--- src/rtl/span_pkg.sv ---
package span_pkg;

    localparam int POS_W = 8;   // signed span position width
    localparam int DIV_W = 8;   // divisor / fractional step / error width
    localparam int C_W   = 8;   // colour channel width
    localparam int Z_W   = 16;  // depth channel width
    localparam int N_COL = 3;   // colour channels per pixel

    typedef struct packed {
        logic [C_W-1:0]   val;
        logic [C_W-1:0]   whole;
        logic [DIV_W-1:0] frac;
        logic [DIV_W-1:0] err;
    } col_chan_t;

    typedef struct packed {
        logic [Z_W-1:0]   val;
        logic [Z_W-1:0]   whole;
        logic [DIV_W-1:0] frac;
        logic [DIV_W-1:0] err;
    } z_chan_t;

    typedef struct packed {
        logic                    zcmp;
        logic signed [POS_W-1:0] start;
        logic signed [POS_W-1:0] stop;
        logic [DIV_W-1:0]        divisor;
        col_chan_t [N_COL-1:0]   col;   // [0]=red [1]=green [2]=blue
        z_chan_t                 z;
    } pkt_t;

    localparam int PKT_W = $bits(pkt_t);

    typedef enum logic [1:0] {
        ST_IDLE = 2'd0,
        ST_RUN  = 2'd1,
        ST_FWD  = 2'd2
    } stage_st_e;

endpackage

--- src/rtl/span_chan_step.sv ---
module span_chan_step #(
    parameter int VAL_W = 8,
    parameter int ERR_W = 8
) (
    input  logic [VAL_W-1:0] val,
    input  logic [VAL_W-1:0] whole,
    input  logic [ERR_W-1:0] frac,
    input  logic [ERR_W-1:0] err,
    input  logic [ERR_W-1:0] divisor,
    output logic [VAL_W-1:0] val_nx,
    output logic [ERR_W-1:0] err_nx
);

    logic [ERR_W:0] acc;
    logic           carry;

    always_comb begin
        acc    = {1'b0, err} + {1'b0, frac};
        carry  = (acc >= {1'b0, divisor});
        err_nx = carry ? ERR_W'(acc - {1'b0, divisor}) : acc[ERR_W-1:0];
        val_nx = val + whole + VAL_W'(carry);
    end

endmodule

--- src/rtl/span_zbuf.sv ---
module span_zbuf #(
    parameter int DEPTH = 16,
    parameter int W     = 16,
    localparam int AW   = $clog2(DEPTH)
) (
    input  logic          clk,
    input  logic          rst_n,
    input  logic [AW-1:0] rd_idx,
    output logic [W-1:0]  rd_z,
    input  logic          wr_en,
    input  logic [AW-1:0] wr_idx,
    input  logic [W-1:0]  wr_z
);

    logic [W-1:0] mem_d [DEPTH];
    logic [W-1:0] mem_q [DEPTH];

    always_comb begin
        mem_d = mem_q;
        if (wr_en) begin
            mem_d[wr_idx] = wr_z;
        end
    end

    always_ff @(posedge clk or negedge rst_n) begin
        if (!rst_n) begin
            for (int i = 0; i < DEPTH; i++) begin
                mem_q[i] <= '1;
            end
        end else begin
            mem_q <= mem_d;
        end
    end

    assign rd_z = mem_q[rd_idx];

endmodule

--- src/rtl/span_stage.sv ---
module span_stage
    import span_pkg::*;
#(
    parameter int PIX    = 16,
    localparam int IDX_W = $clog2(PIX)
) (
    input  logic             clk,
    input  logic             rst_n,
    input  logic             in_valid,
    output logic             in_ready,
    input  logic [PKT_W-1:0] in_pkt,
    output logic             out_valid,
    input  logic             out_ready,
    output logic [PKT_W-1:0] out_pkt,
    output logic             pix_we,
    output logic [IDX_W-1:0] pix_idx,
    output logic [C_W-1:0]   pix_r,
    output logic [C_W-1:0]   pix_g,
    output logic [C_W-1:0]   pix_b,
    output logic [Z_W-1:0]   pix_z
);

    localparam logic signed [POS_W-1:0] LAST_S   = POS_W'(PIX - 1);
    localparam logic signed [POS_W-1:0] SHIFT_S  = POS_W'(PIX);
    localparam logic [IDX_W-1:0]        LAST_IDX = IDX_W'(PIX - 1);

    typedef struct packed {
        stage_st_e        st;
        logic [IDX_W-1:0] cur;
        pkt_t             pkt;
    } regs_t;

    regs_t r_d, r_q;
    pkt_t  in_p;
    pkt_t  stepped;
    logic  [Z_W-1:0] stored_z;
    logic  end_here;

    assign in_p = pkt_t'(in_pkt);

    function automatic pkt_t shift_window(input pkt_t p);
        pkt_t o;
        o       = p;
        o.start = p.start - SHIFT_S;
        o.stop  = p.stop - SHIFT_S;
        return o;
    endfunction

    // one stepper per colour channel
    for (genvar c = 0; c < N_COL; c++) begin : g_col
        span_chan_step #(.VAL_W(C_W), .ERR_W(DIV_W)) u_step (
            .val     (r_q.pkt.col[c].val),
            .whole   (r_q.pkt.col[c].whole),
            .frac    (r_q.pkt.col[c].frac),
            .err     (r_q.pkt.col[c].err),
            .divisor (r_q.pkt.divisor),
            .val_nx  (stepped.col[c].val),
            .err_nx  (stepped.col[c].err)
        );
        assign stepped.col[c].whole = r_q.pkt.col[c].whole;
        assign stepped.col[c].frac  = r_q.pkt.col[c].frac;
    end

    span_chan_step #(.VAL_W(Z_W), .ERR_W(DIV_W)) u_zstep (
        .val     (r_q.pkt.z.val),
        .whole   (r_q.pkt.z.whole),
        .frac    (r_q.pkt.z.frac),
        .err     (r_q.pkt.z.err),
        .divisor (r_q.pkt.divisor),
        .val_nx  (stepped.z.val),
        .err_nx  (stepped.z.err)
    );
    assign stepped.z.whole = r_q.pkt.z.whole;
    assign stepped.z.frac  = r_q.pkt.z.frac;
    assign stepped.zcmp    = r_q.pkt.zcmp;
    assign stepped.start   = r_q.pkt.start;
    assign stepped.stop    = r_q.pkt.stop;
    assign stepped.divisor = r_q.pkt.divisor;

    span_zbuf #(.DEPTH(PIX), .W(Z_W)) u_zbuf (
        .clk    (clk),
        .rst_n  (rst_n),
        .rd_idx (r_q.cur),
        .rd_z   (stored_z),
        .wr_en  (pix_we),
        .wr_idx (r_q.cur),
        .wr_z   (r_q.pkt.z.val)
    );

    assign end_here = (r_q.pkt.stop <= LAST_S) && (POS_W'(r_q.cur) == r_q.pkt.stop);

    always_comb begin
        r_d = r_q;
        unique case (r_q.st)
            ST_IDLE: begin
                if (in_valid) begin
                    if (in_p.start > LAST_S) begin
                        r_d.pkt = shift_window(in_p);
                        r_d.st  = ST_FWD;
                    end else begin
                        r_d.pkt = in_p;
                        r_d.cur = in_p.start[POS_W-1] ? '0 : in_p.start[IDX_W-1:0];
                        r_d.st  = ST_RUN;
                    end
                end
            end
            ST_RUN: begin
                r_d.pkt = stepped;
                if (end_here) begin
                    r_d.st = ST_IDLE;
                end else if (r_q.cur == LAST_IDX) begin
                    r_d.pkt = shift_window(stepped);
                    r_d.st  = ST_FWD;
                end else begin
                    r_d.cur = r_q.cur + 1'b1;
                end
            end
            ST_FWD: begin
                if (out_ready) begin
                    r_d.st = ST_IDLE;
                end
            end
            default: r_d.st = ST_IDLE;
        endcase
    end

    always_ff @(posedge clk or negedge rst_n) begin
        if (!rst_n) begin
            r_q <= '{st: ST_IDLE, cur: '0, pkt: '0};
        end else begin
            r_q <= r_d;
        end
    end

    assign in_ready  = (r_q.st == ST_IDLE);
    assign out_valid = (r_q.st == ST_FWD);
    assign out_pkt   = r_q.pkt;
    assign pix_we    = (r_q.st == ST_RUN) &&
                       (!r_q.pkt.zcmp || (r_q.pkt.z.val < stored_z));
    assign pix_idx   = r_q.cur;
    assign pix_r     = r_q.pkt.col[0].val;
    assign pix_g     = r_q.pkt.col[1].val;
    assign pix_b     = r_q.pkt.col[2].val;
    assign pix_z     = r_q.pkt.z.val;

endmodule

--- config.mk ---
export PLATFORM = sky130hd
export DESIGN_NAME = span_stage
export DESIGN_NICKNAME = d
export VERILOG_FILES = /design/src/rtl/span_pkg.sv /design/src/rtl/span_chan_step.sv /design/src/rtl/span_zbuf.sv /design/src/rtl/span_stage.sv
export SDC_FILE = /design/constraint.sdc
export NUM_CORES = 1
export LEC_CHECK = 0
export BUFFER_PORTS_ARGS = -buffer_cell sky130_fd_sc_hd__buf_2
export CORE_MARGIN = 1.5
export CORE_UTILIZATION = 63
export CTS_CLUSTER_SIZE = 10
export DETAILED_ROUTE_END_ITERATION = 7
export HOLD_SLACK_MARGIN = 0.12
export PLACE_DENSITY_LB_ADDON = 0.12
export SYNTH_ARGS = -nofsm -noshare
export SYNTH_HDL_FRONTEND = slang
export SYNTH_SLANG_ARGS = --single-unit
--- constraint.sdc ---
create_clock -name clk -period 12.2 [get_ports clk]
set_clock_uncertainty 0.1 [all_clocks]
set_input_delay 2.44 -clock clk [delete_from_list [all_inputs] [get_ports clk]]
set_output_delay 2.44 -clock clk [all_outputs]
set_load 0.1 [all_outputs]
==> summary.txt <==
Status
  • Status: completed

Routing
  • DR pass1 iterations: 5
  • Vias per inst: 6.157
  • Wirelength, routed: 68.84 mm
  • Antenna Nets Post-Route: 0
  • Initial drt markers: 1383
  • # DRC: 0
  • Via Count: 18550
  • WL/cell: 22.85 um

STA
  • Max transition margin: 0.1143
  • Least-Margin Pin Slew: 1.324 ns
  • Tcrit/Tclk final: 0.6816
  • RSZ-0062 raised after global routing: no
  • Setup TNS: 0 ns
  • Minimum clock period: 8.316 ns
  • # setup viols final: 0
  • Final Max Slew Viols: 0
  • FMAX: 120.3 MHz
  • Final hold vios: 0

GRT
  • Tot GR Track Use: 0.3362
  • Vias in the first global route: 18550
  • GR Overflow Total: 0
  • First-pass GRT wire length: 107.0 mm
  • Met3 Use GR: 0.06888
  • Most used routing layer: met2
  • Met1 GRT Util: 0.4647
  • Antenna violations before repair: 10
  • Met2 GRT Util: 0.5330
  • Largest net degree at the start of global routing: 170

Worst setup path
  • Reg2reg end: u_zbuf.mem_q[138]
  • Reg2reg setup slack: about 5.7 ns
  • Reg2Reg Depth: 13
  • Setup CP Type: reg2out
  • CP Launch Type: register
  • CP arrival: just under 6 ns
  • WP data required: 9.66 ns
  • Peak fanout along the critical path: 38
  • R2r startpoint: pix_idx[0]
  • Worst Setup End Kind: output port

Floorplanning
  • Row cnt: 73
  • DIE WIDTH: between 200 and 250 um
  • Die area: 0.04157 mm^2
  • Ports: 389
  • Die height: 203.9 um
  • Core Area: roughly 0.04 mm^2
  • Starting Density: 0.6398

Synth
  • EDFF count, synth: 0
  • FFs w/ async S/R, synth: 1.000
  • Seq cells post-synth: 431
  • Synth Instances: 2295
  • Area leader, netlist: dfstp_2
  • Mapped cell area: 0.02542 mm^2
  • Most used DFF post-synth: dfstp_2
  • Top-area cell type share of the netlist area: 0.2646
  • Top post-synthesis cells by area: dfstp_2, dfrtp_1, mux2_2
  • Synth cell types: 64
  • Synthesized Nets: 2604
  • Yosys warns: 0
  • Seq/Total Area, Yosys: 0.4369
  • Synthesized area per cell: about 11 um^2

CTS
  • Root buf cell: clkbuf_16
  • Post-CTS Hold Fix Bufs: 0
  • Worst-Skew Late Latency: 0.60 ns
  • CTS tree: done
  • Clock sinks: 431
  • Postcts setup bufs: 0
  • TritonCTS Buffers: about 50
  • CTS H-tree lvls: 2
  • Max Buffers Root-to-Sink: 3
  • Clock slew seen by the registers of the worst setup and hold paths: 0.06 ns
  • Post-CTS resize count: 0

Run
  • # Max-Cap Violations: 0

Cells and area
  • Fillers: just under 3000
  • Commonest non-fill, non-tap cells in the layout: buf_2, nand2_1, dfstp_2
  • Layout area overhead: 9.642%
  • Most common cell after layout, fill and taps aside: buf_2
  • Share of post-route cells with drive strength above 1: 0.4332
  • Nets: 2756

Min path
  • Min-Delay Path Depth: 2
  • Hold Path Class: reg2reg
  • Hold endpoint: out_pkt[160]
  • Worst hold path startpoint: out_pkt[160]

Placement
  • Detailed Place HPWL: 47.09 mm
  • Port Buffers: 388
  • GPL Wtd Cong: between 0.9 and 1
critical path, stage by stage (launching register included):
cell,delay (ns)
dfrtp_4,0.85
buf_4,0.67
mux4_2,0.58
mux4_2,0.47
inv_1,0.10
ha_1,0.26
a21o_1,0.17
nand3_1,0.09
a21oi_1,0.08
o31ai_1,0.49
nand3_2,0.58
nor2_1,0.31
buf_2,0.47
metrics by stage:
step	hold slack (ns)	instance area, um^2	utilization	cells	setup slack (ns)
2_1_floorplan	0.3469	25420	-	2295	4.881
3_3_place_gp	0.3604	26340	0.6629	2919	4.569
3_5_place_dp	0.3689	26340	0.6629	2919	4.511
4_1_cts	0.3884	27840	0.7008	3002	3.829
5_1_grt	0.4210	27860	0.7012	3009	3.466
6_report	0.3890	27870	0.7015	3013	3.884
metal layers:
metal	wire length [um]	vias up
li1	-	8230
met1	29350	9487
met2	32730	711
met3	4902	122
met4	1866	0
met5	0	-
kinds of logic (layout without fill, tap and decap cells):
| logic type | after synthesis | after routing | synth area share |
|---|---|---|---|
| xor gates and xnor gates | 76 | 76 | 0.02619 |
| buffers and inverters | 396 | 578 | 0.09298 |
| other | 0 | 11 | 0 |
| muxes | 365 | 365 | 0.1948 |
| and+or+nand+nor | 505 | 505 | 0.08436 |
| AOI/OAI and AO/OA | 386 | 386 | 0.09313 |
| adders and majority gates | 136 | 136 | 0.07166 |
| DFF | 431 | 431 | 0.4369 |
Yosys cell counts (8+ instances only):
cell type and instances:
o21bai_1 14, nor2_2 9, and3_1 10, o41ai_1 9, o21ai_0 86, dfrtp_1 175
dfstp_2 256, fa_1 16, o22ai_1 45, mux2_2 222, mux2i_1 29, a21oi_1 124
nand3_1 34, mux2_1 36, mux4_2 78, inv_1 66, nand2_1 308, nor3_1 16
buf_2 8, ha_1 120, buf_4 229, nor2b_1 10, nand4_1 14, a22oi_1 15
xnor2_1 45, nor2_1 81, xor2_1 31, a21o_1 22, buf_1 17, clkbuf_1 74
o21a_1 11, o211ai_1 15
flip-flops by register name (all words and copies together), names as in the netlist:
register and flops:
pix_z 16, u_zbuf.mem_q 256, pix_idx 4, r_q 2
out_pkt 129, pix_r 8, pix_b 8, pix_g 8
layout make-up:
cell class	instances	area (um^2)	area share
Inverter	67	251.5	0.009023
Clock inverter	5	67.56	0.002424
Tap cell	525	656.9	0.02357
Multi-Input combinational cell	1468	12060	0.4325
Sequential cell	431	11110	0.3986
Antenna cell	11	27.53	0.0009876
Clock buffer	78	1438	0.05158
Timing Repair Buffer	428	2265	0.08125
how the worst max path moves through the flow:
stage               cells after the start  endpoint        from
detailed placement                     12    pix_we  pix_idx[0]
global route                           12    pix_we  pix_idx[0]
finish                                 12    pix_we  pix_idx[0]
global placement                       12    pix_we  pix_idx[0]
floorplan                              14    pix_we  pix_idx[0]
CTS                                    12    pix_we  pix_idx[0]
Power is not shown: default switching activity piles up to over one toggle a cycle in this logic, so the estimate is an artifact.
